==> src/rtl/pgwalk_pkg.sv <==
package pgwalk_pkg;
  localparam int ADDR_W = 32;
  localparam int OFF_W  = 12;
  localparam int IDX_W  = 10;
  localparam int FRM_W  = ADDR_W - OFF_W;
  localparam int BIT_P  = 0;
  localparam int BIT_RW = 1;
  localparam int BIT_US = 2;

  typedef struct packed {
    logic [FRM_W-1:0] frame;
    logic             rw;
    logic             us;
  } xlat_t;

  function automatic logic denied(input logic rw, input logic us,
                                  input logic user, input logic write);
    return user && (!us || (write && !rw));
  endfunction
endpackage

==> src/rtl/pgwalk_tlb.sv <==
module pgwalk_tlb
  import pgwalk_pkg::*;
#(
  parameter int N = 4
) (
  input  logic             clk,
  input  logic             rst_n,
  input  logic             flush,
  input  logic [FRM_W-1:0] lk_vpn,
  output logic             lk_hit,
  output xlat_t            lk_data,
  input  logic             wr_en,
  input  logic [FRM_W-1:0] wr_vpn,
  input  xlat_t            wr_data
);
  localparam int PTR_W = (N > 1) ? $clog2(N) : 1;

  logic [N-1:0]     hit_vec;
  xlat_t            sel_data [N];
  logic [PTR_W-1:0] ptr_q, ptr_n;

  for (genvar i = 0; i < N; i++) begin : g_ent
    logic             v_q;
    logic [FRM_W-1:0] vpn_q;
    xlat_t            d_q;
    logic             load;

    assign load        = wr_en && (ptr_q == PTR_W'(i));
    assign hit_vec[i]  = v_q && (vpn_q == lk_vpn);
    assign sel_data[i] = hit_vec[i] ? d_q : '0;

    always_ff @(posedge clk or negedge rst_n) begin
      if (!rst_n) begin
        v_q   <= 1'b0;
        vpn_q <= '0;
        d_q   <= '0;
      end else begin
        if (flush) v_q <= 1'b0;
        if (load) begin
          v_q   <= 1'b1;
          vpn_q <= wr_vpn;
          d_q   <= wr_data;
        end
      end
    end
  end

  always_comb begin
    lk_data = '0;
    for (int i = 0; i < N; i++) lk_data = lk_data | sel_data[i];
    lk_hit = |hit_vec;
  end

  always_comb begin
    ptr_n = ptr_q;
    if (wr_en) ptr_n = (ptr_q == PTR_W'(N - 1)) ? '0 : ptr_q + PTR_W'(1);
  end

  always_ff @(posedge clk or negedge rst_n) begin
    if (!rst_n) ptr_q <= '0;
    else        ptr_q <= ptr_n;
  end

  // a page never occupies two slots
  p_hit_onehot_r10: assert property (@(posedge clk) disable iff (!rst_n)
    $onehot0(hit_vec));
endmodule

==> src/rtl/pgwalk_walker.sv <==
module pgwalk_walker
  import pgwalk_pkg::*;
(
  input  logic              clk,
  input  logic              rst_n,
  input  logic              req_valid,
  input  logic [ADDR_W-1:0] req_lin,
  input  logic              req_write,
  input  logic              req_user,
  input  logic [ADDR_W-1:0] dir_base,
  output logic              mem_rd_en,
  output logic [ADDR_W-1:0] mem_rd_addr,
  input  logic              mem_rd_valid,
  input  logic [ADDR_W-1:0] mem_rd_data,
  input  logic              tlb_hit,
  input  xlat_t             tlb_data,
  output logic              tlb_wr_en,
  output logic [FRM_W-1:0]  tlb_wr_vpn,
  output xlat_t             tlb_wr_data,
  output logic              done,
  output logic              fault,
  output logic [ADDR_W-1:0] phys_addr,
  output logic [ADDR_W-1:0] fault_addr
);
  typedef enum logic [1:0] {S_IDLE, S_DIR, S_TBL} state_t;

  state_t            st_q, st_n;
  logic [ADDR_W-1:0] lin_q, lin_n;
  logic              wr_q, wr_n, user_q, user_n;
  logic [FRM_W-1:0]  pfrm_q, pfrm_n;
  logic              prw_q, prw_n, pus_q, pus_n;
  logic              done_q, done_n, fault_q, fault_n;
  logic [ADDR_W-1:0] phys_q, phys_n, faddr_q, faddr_n;
  logic              rw_c, us_c;
  logic              unused_bits;

  assign unused_bits = ^{dir_base[OFF_W-1:0], mem_rd_data[OFF_W-1:BIT_US+1]};

  assign rw_c = prw_q & mem_rd_data[BIT_RW];
  assign us_c = pus_q & mem_rd_data[BIT_US];

  always_comb begin
    st_n = st_q; lin_n = lin_q; wr_n = wr_q; user_n = user_q;
    pfrm_n = pfrm_q; prw_n = prw_q; pus_n = pus_q;
    phys_n = phys_q; faddr_n = faddr_q;
    done_n = 1'b0; fault_n = 1'b0;
    tlb_wr_en = 1'b0;
    tlb_wr_data = '{frame: mem_rd_data[ADDR_W-1:OFF_W], rw: rw_c, us: us_c};
    case (st_q)
      S_IDLE: if (req_valid) begin
        if (tlb_hit) begin
          done_n = 1'b1;
          if (denied(tlb_data.rw, tlb_data.us, req_user, req_write)) begin
            fault_n = 1'b1;
            faddr_n = req_lin;
          end else begin
            phys_n = {tlb_data.frame, req_lin[OFF_W-1:0]};
          end
        end else begin
          st_n = S_DIR; lin_n = req_lin; wr_n = req_write; user_n = req_user;
        end
      end
      S_DIR: if (mem_rd_valid) begin
        if (!mem_rd_data[BIT_P] ||
            denied(mem_rd_data[BIT_RW], mem_rd_data[BIT_US], user_q, wr_q)) begin
          done_n = 1'b1; fault_n = 1'b1; faddr_n = lin_q; st_n = S_IDLE;
        end else begin
          pfrm_n = mem_rd_data[ADDR_W-1:OFF_W];
          prw_n  = mem_rd_data[BIT_RW];
          pus_n  = mem_rd_data[BIT_US];
          st_n   = S_TBL;
        end
      end
      S_TBL: if (mem_rd_valid) begin
        done_n = 1'b1; st_n = S_IDLE;
        if (!mem_rd_data[BIT_P] || denied(rw_c, us_c, user_q, wr_q)) begin
          fault_n = 1'b1; faddr_n = lin_q;
        end else begin
          phys_n    = {mem_rd_data[ADDR_W-1:OFF_W], lin_q[OFF_W-1:0]};
          tlb_wr_en = 1'b1;
        end
      end
      default: st_n = S_IDLE;
    endcase
  end

  always_ff @(posedge clk or negedge rst_n) begin
    if (!rst_n) begin
      st_q <= S_IDLE; lin_q <= '0; wr_q <= 1'b0; user_q <= 1'b0;
      pfrm_q <= '0; prw_q <= 1'b0; pus_q <= 1'b0;
      done_q <= 1'b0; fault_q <= 1'b0; phys_q <= '0; faddr_q <= '0;
    end else begin
      st_q <= st_n; lin_q <= lin_n; wr_q <= wr_n; user_q <= user_n;
      pfrm_q <= pfrm_n; prw_q <= prw_n; pus_q <= pus_n;
      done_q <= done_n; fault_q <= fault_n; phys_q <= phys_n; faddr_q <= faddr_n;
    end
  end

  assign mem_rd_en   = (st_q != S_IDLE);
  assign mem_rd_addr = (st_q == S_DIR)
                     ? {dir_base[ADDR_W-1:OFF_W], lin_q[ADDR_W-1 -: IDX_W], 2'b00}
                     : {pfrm_q, lin_q[OFF_W +: IDX_W], 2'b00};
  assign tlb_wr_vpn  = lin_q[ADDR_W-1:OFF_W];
  assign done        = done_q;
  assign fault       = fault_q;
  assign phys_addr   = phys_q;
  assign fault_addr  = faddr_q;

  // an outstanding read holds its address until answered
  p_rd_hold_r3: assert property (@(posedge clk) disable iff (!rst_n)
    (mem_rd_en && !mem_rd_valid) |=> (mem_rd_en && $stable(mem_rd_addr)));
  // no completion while the directory read is still outstanding
  p_no_early_done_r4: assert property (@(posedge clk) disable iff (!rst_n)
    (st_q == S_DIR && !mem_rd_valid) |=> !done);
  // the fault register moves only when a fault is reported
  p_faddr_on_fault_r8: assert property (@(posedge clk) disable iff (!rst_n)
    !$stable(fault_addr) |-> (fault && done));
  // a cached page completes in the next cycle
  p_hit_next_r9: assert property (@(posedge clk) disable iff (!rst_n)
    (st_q == S_IDLE && req_valid && tlb_hit) |=> done);
endmodule

==> src/rtl/pgwalk.sv <==
module pgwalk
  import pgwalk_pkg::*;
#(
  parameter int TLB_N = 4
) (
  input  logic              clk,
  input  logic              rst_n,
  input  logic              req_valid,
  input  logic [ADDR_W-1:0] req_lin,
  input  logic              req_write,
  input  logic              req_user,
  input  logic [ADDR_W-1:0] dir_base,
  input  logic              flush,
  output logic              mem_rd_en,
  output logic [ADDR_W-1:0] mem_rd_addr,
  input  logic              mem_rd_valid,
  input  logic [ADDR_W-1:0] mem_rd_data,
  output logic              done,
  output logic              fault,
  output logic [ADDR_W-1:0] phys_addr,
  output logic [ADDR_W-1:0] fault_addr
);
  logic             tlb_hit, tlb_wr_en;
  xlat_t            tlb_data, tlb_wr_data;
  logic [FRM_W-1:0] tlb_wr_vpn;

  pgwalk_tlb #(.N(TLB_N)) u_tlb (
    .clk(clk), .rst_n(rst_n), .flush(flush),
    .lk_vpn(req_lin[ADDR_W-1:OFF_W]), .lk_hit(tlb_hit), .lk_data(tlb_data),
    .wr_en(tlb_wr_en), .wr_vpn(tlb_wr_vpn), .wr_data(tlb_wr_data)
  );

  pgwalk_walker u_walker (
    .clk(clk), .rst_n(rst_n),
    .req_valid(req_valid), .req_lin(req_lin), .req_write(req_write),
    .req_user(req_user), .dir_base(dir_base),
    .mem_rd_en(mem_rd_en), .mem_rd_addr(mem_rd_addr),
    .mem_rd_valid(mem_rd_valid), .mem_rd_data(mem_rd_data),
    .tlb_hit(tlb_hit), .tlb_data(tlb_data),
    .tlb_wr_en(tlb_wr_en), .tlb_wr_vpn(tlb_wr_vpn), .tlb_wr_data(tlb_wr_data),
    .done(done), .fault(fault), .phys_addr(phys_addr), .fault_addr(fault_addr)
  );
endmodule

==> config.mk <==
export PLATFORM = sky130hd
export DESIGN_NAME = pgwalk
export DESIGN_NICKNAME = d
export VERILOG_FILES = /design/src/rtl/pgwalk_pkg.sv /design/src/rtl/pgwalk_tlb.sv /design/src/rtl/pgwalk_walker.sv /design/src/rtl/pgwalk.sv
export SDC_FILE = /design/constraint.sdc
export NUM_CORES = 1
export LEC_CHECK = 0
export ABC_AREA = 1
export CORE_UTILIZATION = 45
export DETAILED_ROUTE_END_ITERATION = 12
export DONT_BUFFER_PORTS = 1
export GPL_ROUTABILITY_DRIVEN = 0
export PLACE_DENSITY = 0.68
export SYNTH_ARGS = -nofsm -noshare
export SYNTH_HDL_FRONTEND = slang
export SYNTH_SLANG_ARGS = --single-unit
==> constraint.sdc <==
create_clock -name clk -period 6.3 [get_ports clk]
set_clock_uncertainty 0.15 [all_clocks]
set_input_delay 0.63 -clock clk [delete_from_list [all_inputs] [get_ports clk]]
set_output_delay 0.63 -clock clk [all_outputs]
set_load 0.02 [all_outputs]
# Yosys cells after proc, flatten, opt, wreduce, memory -nomap -nowiden
# Index checks and enable logic that the tools add are counted.
[totals] reg_bits=298 input_bits=103 output_inout_bits=99
[op_classes] n_addsub=1 eq_ne=19 mux=46 n_bitwise=7 reduce_logical=41
[op_table] cell="$mux W32" n=13
[op_table] cell="$pmux W32 S3" n=1
[op_table] cell="$mux W22" n=4
[op_table] cell="$eq A20 B20 Y1" n=4
[op_table] cell="$or A22 B22 Y22" n=3
[op_table] cell="$pmux W32 S2" n=1
[op_table] cell="$mux W1" n=18
[op_table] cell="$logic_and A1 B1 Y1" n=14
[op_table] cell="$ne A2 B2 Y1 const B" n=7
[op_table] cell="$mux W2" n=6
[op_table] cell="$reduce_bool A2 Y1" n=6
[op_table] cell="$reduce_and A8 Y1" n=1
[op_table] cell="$logic_not A1 Y1" n=7
[op_table] cell="$eq A2 B2 Y1 const B" n=3
[op_table] cell="$ne A2 B1 Y1 const B" n=3
[op_table] cell="$pmux W1 S3" n=2
[op_table] cell="$pmux W2 S3" n=1
[op_table] cell="$reduce_and A3 Y1" n=2
[op_table] cell="$reduce_and A6 Y1" n=1
[op_table] cell="$logic_or A1 B1 Y1" n=5
[op_table] cell="$eq A2 B1 Y1 const B" n=2
[op_table] cell="$logic_not A2 Y1" n=2
[op_table] cell="$reduce_and A4 Y1" n=1
[op_table] cell="$reduce_or A4 Y1" n=1
[op_table] cell="4 further kinds" n=6

# Depth between registers and ports, before layout
[logic_depth] depth_word=14 ltp_mapped=18 ltp_nobuf=16

# Modules after synthesis
# Synthesis repeated with hierarchy kept, for this count alone.
[unflattened] cells_unflattened=2035 area_unflattened_um2=15289.7
[by_module_without_submodules] mod="pgwalk_tlb" instances=1 cells_per_inst=1212 area_each_um2=8775.9
[by_module_without_submodules] mod="pgwalk_walker" instances=1 cells_per_inst=823 area_each_um2=6513.7

# Worst setup path before layout
# No wires, ideal clock.
[synth_timing] path_type="input port to flip-flop" from="input req_lin[25]" to="register u_walker.faddr_q[10], in the netlist u_walker.fault_addr[10]" arrival_time_ns=2.289 t_required_ns=6.033 path_slack_ns=3.744 stages=16 path_buffers=2 path_cell_list="buf_2 > inv_2 > nand2_1 > nand2_1 > nor2_1 > nand2_1 > nor2_4 > nand3_2 > nand2_1 > nor2_1 > nand2_2 > nor3b_4 > nand2_4 > buf_6 > nand2_1 > nand2_1"
[synth_via] elab_chain_len=12
[synth_rtl] item="from (decl)" line="pgwalk.sv:9" text="input logic [ADDR_W-1:0] req_lin,"
[synth_rtl] item="$eq A20 B20 Y1" line="pgwalk_tlb.sv:29" text="assign hit_vec[i] = v_q && (vpn_q == lk_vpn);"
[synth_rtl] item="$logic_and A1 B1 Y1" line="pgwalk_tlb.sv:29"
[synth_rtl] item="$mux W22" line="pgwalk_tlb.sv:30" text="assign sel_data[i] = hit_vec[i] ? d_q : '0;"
[synth_rtl] item="$or A22 B22 Y22 (3 in a row)" line="pgwalk_tlb.sv:50" text="for (int i = 0; i < N; i++) lk_data = lk_data | sel_data[i];"
[synth_rtl] item="$logic_not A1 Y1" line="pgwalk_pkg.sv:18" text="return user && (!us || (write && !rw));"
[synth_rtl] item="$logic_and A1 B1 Y1" line="pgwalk_pkg.sv:18"
[synth_rtl] item="$logic_or A1 B1 Y1" line="pgwalk_pkg.sv:18"
[synth_rtl] item="$logic_and A1 B1 Y1" line="pgwalk_pkg.sv:18"
[synth_rtl] item="$ne A2 B1 Y1 (no source line)"
[synth_rtl] item="$reduce_and A8 Y1 (no source line) (*)"
[synth_rtl] item="to (signal assigned)" line="pgwalk_walker.sv:95" text="done_q <= done_n; fault_q <= fault_n; phys_q <= phys_n; faddr_q <= faddr_n;"
[synth_rtl] item="to (decl)" line="pgwalk_walker.sv:33" text="logic [ADDR_W-1:0] phys_q, phys_n, faddr_q, faddr_n;"
# Every way passes the cells marked *; elsewhere a longest branch is shown, timed or not.
# A chain may end at the register's enable or synchronous reset.

# Worst setup path after layout
[layout_timing] from="register u_tlb.g_ent[2].vpn_q[6]" to="register u_walker.phys_q[14], in the netlist u_walker.phys_addr[14]"
[layout_via] elab_chain_len=11
[layout_rtl] item="from (decl)" line="pgwalk_tlb.sv:24" text="logic [FRM_W-1:0] vpn_q;"
[layout_rtl] item="from (signal assigned)" line="pgwalk_tlb.sv:41" text="vpn_q <= wr_vpn;"
[layout_rtl] item="$eq A20 B20 Y1 (*)" line="pgwalk_tlb.sv:29"
[layout_rtl] item="$logic_and A1 B1 Y1 (*)" line="pgwalk_tlb.sv:29"
[layout_rtl] item="$mux W22" line="pgwalk_tlb.sv:30"
[layout_rtl] item="$or A22 B22 Y22 (2 in a row)" line="pgwalk_tlb.sv:50"
[layout_rtl] item="$logic_not A1 Y1" line="pgwalk_pkg.sv:18"
[layout_rtl] item="$logic_and A1 B1 Y1" line="pgwalk_pkg.sv:18"
[layout_rtl] item="$logic_or A1 B1 Y1" line="pgwalk_pkg.sv:18"
[layout_rtl] item="$logic_and A1 B1 Y1" line="pgwalk_pkg.sv:18"
[layout_rtl] item="$ne A2 B2 Y1 (no source line)"
[layout_rtl] item="$reduce_and A6 Y1 (no source line)"
[layout_rtl] item="to (signal assigned)" line="pgwalk_walker.sv:95"
[layout_rtl] item="to (decl)" line="pgwalk_walker.sv:33"
# Every way passes the cells marked *; elsewhere a longest branch is shown, timed or not. The select of a mux whose other input is x is not followed.

==> summary.md <==
| Metric | Value |
|---|---|
| Die Y | 186 um |
| Seq cells post-synth | 298 |
| DR vias/cell | 5.27 |
| Worst Tran Pin Value | 1230 ps |
| Crit path kind | flip-flop to flip-flop |
| Largest net degree at the start of global routing | 299 |
| Status | complete, but fails checks |
| Worst slew margin | 0.176 |
| I/O Buffers | 0 |
| Failing checks | hold timing |
| Final setup violation count | 0 |
| Initial DRC Count | 1263 |
| Proportion of layout cells with a drive suffix above 1 | 0.0528 |
| H-Tree Depth | 2 |
| Number of global-route vias before repair | 12500 |
| GR Util All Layers | 0.262 |
| Clk pin slew, worst setup/hold paths | 60 ps |
| Commonest non-fill, non-tap cell in the layout | nand2_1 |
| PwrDens | 468 mW/mm^2 |
| Post-CTS Setup Bufs | 0 |
| FFs w/ async S/R, synth | 1.00 |
| Largest family of logic cells by synthesized area | simple AND/OR/NAND/NOR gates |
| Timing-limited maximum frequency | 0.236 GHz |
| Most used DFF post-synth | dfrtp_1 |
| Routed WL | 44300 um |
| Layout area overhead | 9.36% |
| Dpl ws | 1970 ps |
| CTS buffer count | 36 |
| Core Region | 0.0329 mm^2 |
| Hold Fails Final Rpt | 298 |
| Row cnt | 66 |
| Simple-Gate Fraction of Synth Area | 0.300 |
| Slowest stage delay, CP | 830 ps |
| CTS tree | built |
| Synth Area in Adders | 0.00659 |
| Worst hold slack | -312 ps |
| Routed Antenna Nets | 0 |
| XOR/XNOR Fraction of Synth Area | 0.00749 |
| Setup tns final | 0 ps |
| Synthesized area | 0.0152 mm^2 |
| # Max-Cap Violations | 0 |
| Setup crit end kind | flip-flop |
| Clock Tree Buf Depth | 3 |
| Global-route wire length before repair | 69700 um |
| Commonest non-fill, non-tap cells in the layout | 806 x nand2_1, 298 x dfrtp_1, 282 x o21ai_0 |
| Crit-path cells | xnor2_1, nand3_1, nor2_4, nand3_2, nand2_1, nor2_1, nand2_2, nand2_1, a21oi_2, buf_4, nand2_1, nand2_1, nand2_1 |
| R2r setup slk | 2060 ps |
| DRC | 0 |
| YS warnings | 0 |
| Clock Sinks | 298 |
| GR Overflow Total | 0 |
| Crit path DAT | 4480 ps |
| Clk_lat worst skew | 530 ps |
| Die width | 186 um |
| Final nets | 2168 |
| Sequential share of the synthesized area | 0.491 |
| Syn avg cell area | 7.25 um^2 |
| DR vias | 13300 |
| Initial antenna violation count | 0 |
| Fin crit period | 4240 ps |
| CP delay by family, top | simple AND/OR/NAND/NOR gates |
| Root Driver | clkbuf_16 |
| Max-slew violations | 0 |
| Drt pass-1 iters | 5 |
| Crit-path max FO | 33 |
| Die area | 0.0345 mm^2 |
| Worst EP required | 6540 ps |
| Mux cell area share after synthesis | 0 |
| Synth cell types | 34 |
| RSZ-0062 raised after global routing | no |
| Hold Path Class | primary input to async pin |
| Antenna cells | 0 |
| Worst setup SP type | flip-flop |
| Max VDD drop | 0.208 mV |
| Most frequent cell on the critical path | nand2_1 |
| Post-synth EDFFs | 0 |
| Routed wire per std cell | 17.5 um |
| Initial core utilization | 0.462 |
| Worst path bufs/invs | 1 |
| Worst path slowest cell | nand2_1 |
| Final Cycle Share | 0.673 |
| Synth Area in Compound Gates | 0.109 |
| Final WS setup | 2060 ps |
| IO Pins | 202 |
| Cells after synthesis | 2097 |
| Leak | 8.43 nW |
| DP HPWL | 30400 um |
cell type report:
type                       instances  area [um^2]
clock buffer                      58         1090
clock inverter                     7         73.8
fill                            3259        16200
inverter                         242          908
multi-input combinational       1468         6450
sequential                       298         7460
tap                              442          553
timing repair buffer              11         82.6
metrics by stage:
stage,utilization,instances,total power (W),area [um^2],hold slack (ps)
floorplan,-,2098,0.00504,15200,184
global placement,0.470,2461,0.00564,15500,214
detailed placement,0.470,2461,0.00573,15500,213
CTS,0.506,2526,0.00781,16600,-334
global route,0.506,2526,0.00830,16600,-333
finish,0.506,2526,0.00778,16600,-312
sequential cells by signal (all words and copies together), names as in the netlist:
name / cells
u_tlb.g_ent.d_q: 88
u_tlb.g_ent.v_q: 4
u_tlb.g_ent.vpn_q: 80
u_tlb.ptr_q: 2
u_walker.done: 1
u_walker.fault: 1
u_walker.fault_addr: 32
u_walker.lin_q: 32
u_walker.pfrm_q: 20
u_walker.phys_addr: 32
u_walker.prw_q: 1
u_walker.pus_q: 1
u_walker.st_q: 2
u_walker.user_q: 1
u_walker.wr_q: 1
path summary, 6_finish.rpt:
kind                                    startpoint                endpoint  depth (start not counted)
max                        u_tlb.g_ent[2].vpn_q[6]  u_walker.phys_addr[14]                         13
min                                          rst_n   u_tlb.g_ent[0].d_q[8]                          0
max reg2reg                u_tlb.g_ent[2].vpn_q[6]  u_walker.phys_addr[14]                         13
min reg2reg                  u_tlb.g_ent[1].d_q[1]   u_tlb.g_ent[1].d_q[1]                          2
max in group asynchronous                    rst_n          u_tlb.ptr_q[1]                          0
min in group clk                             flush      u_tlb.g_ent[0].v_q                          1
synth_stat cells (all sizes together) (5+ instances only):
cell type	instances	area, um^2
nand3b	5	37.5
o21a	13	97.6
a21oi	5	28.8
ha	8	100
xnor2	13	114
inv	241	905
nand3	85	453
o21ai	302	1510
nor2	189	790
nand4	32	200
buf	31	184
dfrtp	298	7460
clkbuf	59	221
nand2	808	3040
power by group:
group	switching, W	internal [W]	total, W	leakage, nW
clock network	0.000822	0.00123	0.00206	0.571
logic	0.00176	0.000694	0.00245	4.24
registers	0.000662	0.00261	0.00327	3.62
total	0.00324	0.00454	0.00778	8.43
metal layers:
| layer | GRT usage | routed length (um) | vias to the layer above |
|---|---|---|---|
| met2 | 0.398 | 19300 | 576 |
| li1 | - | - | 6432 |
| met4 | 0.0846 | 1270 | 0 |
| met3 | 0.0616 | 4350 | 86 |
| met1 | 0.368 | 19400 | 6228 |
| met5 | 0 | 0 | - |
kinds of logic after synthesis:
family / count (synthesis)
and+or+nand+nor: 1122
xor gates and xnor gates: 13
AOI/OAI and AO/OA: 323
DFF: 298
other: 1
adders and majority gates: 8
buffers and inverters: 332
timing repair:
item	4_1_cts	5_1_grt
endpoints found under the setup margin	0	0
gates resized for setup	0	0
endpoints found under the hold margin	298	298
(Power assumes the default switching activity.)
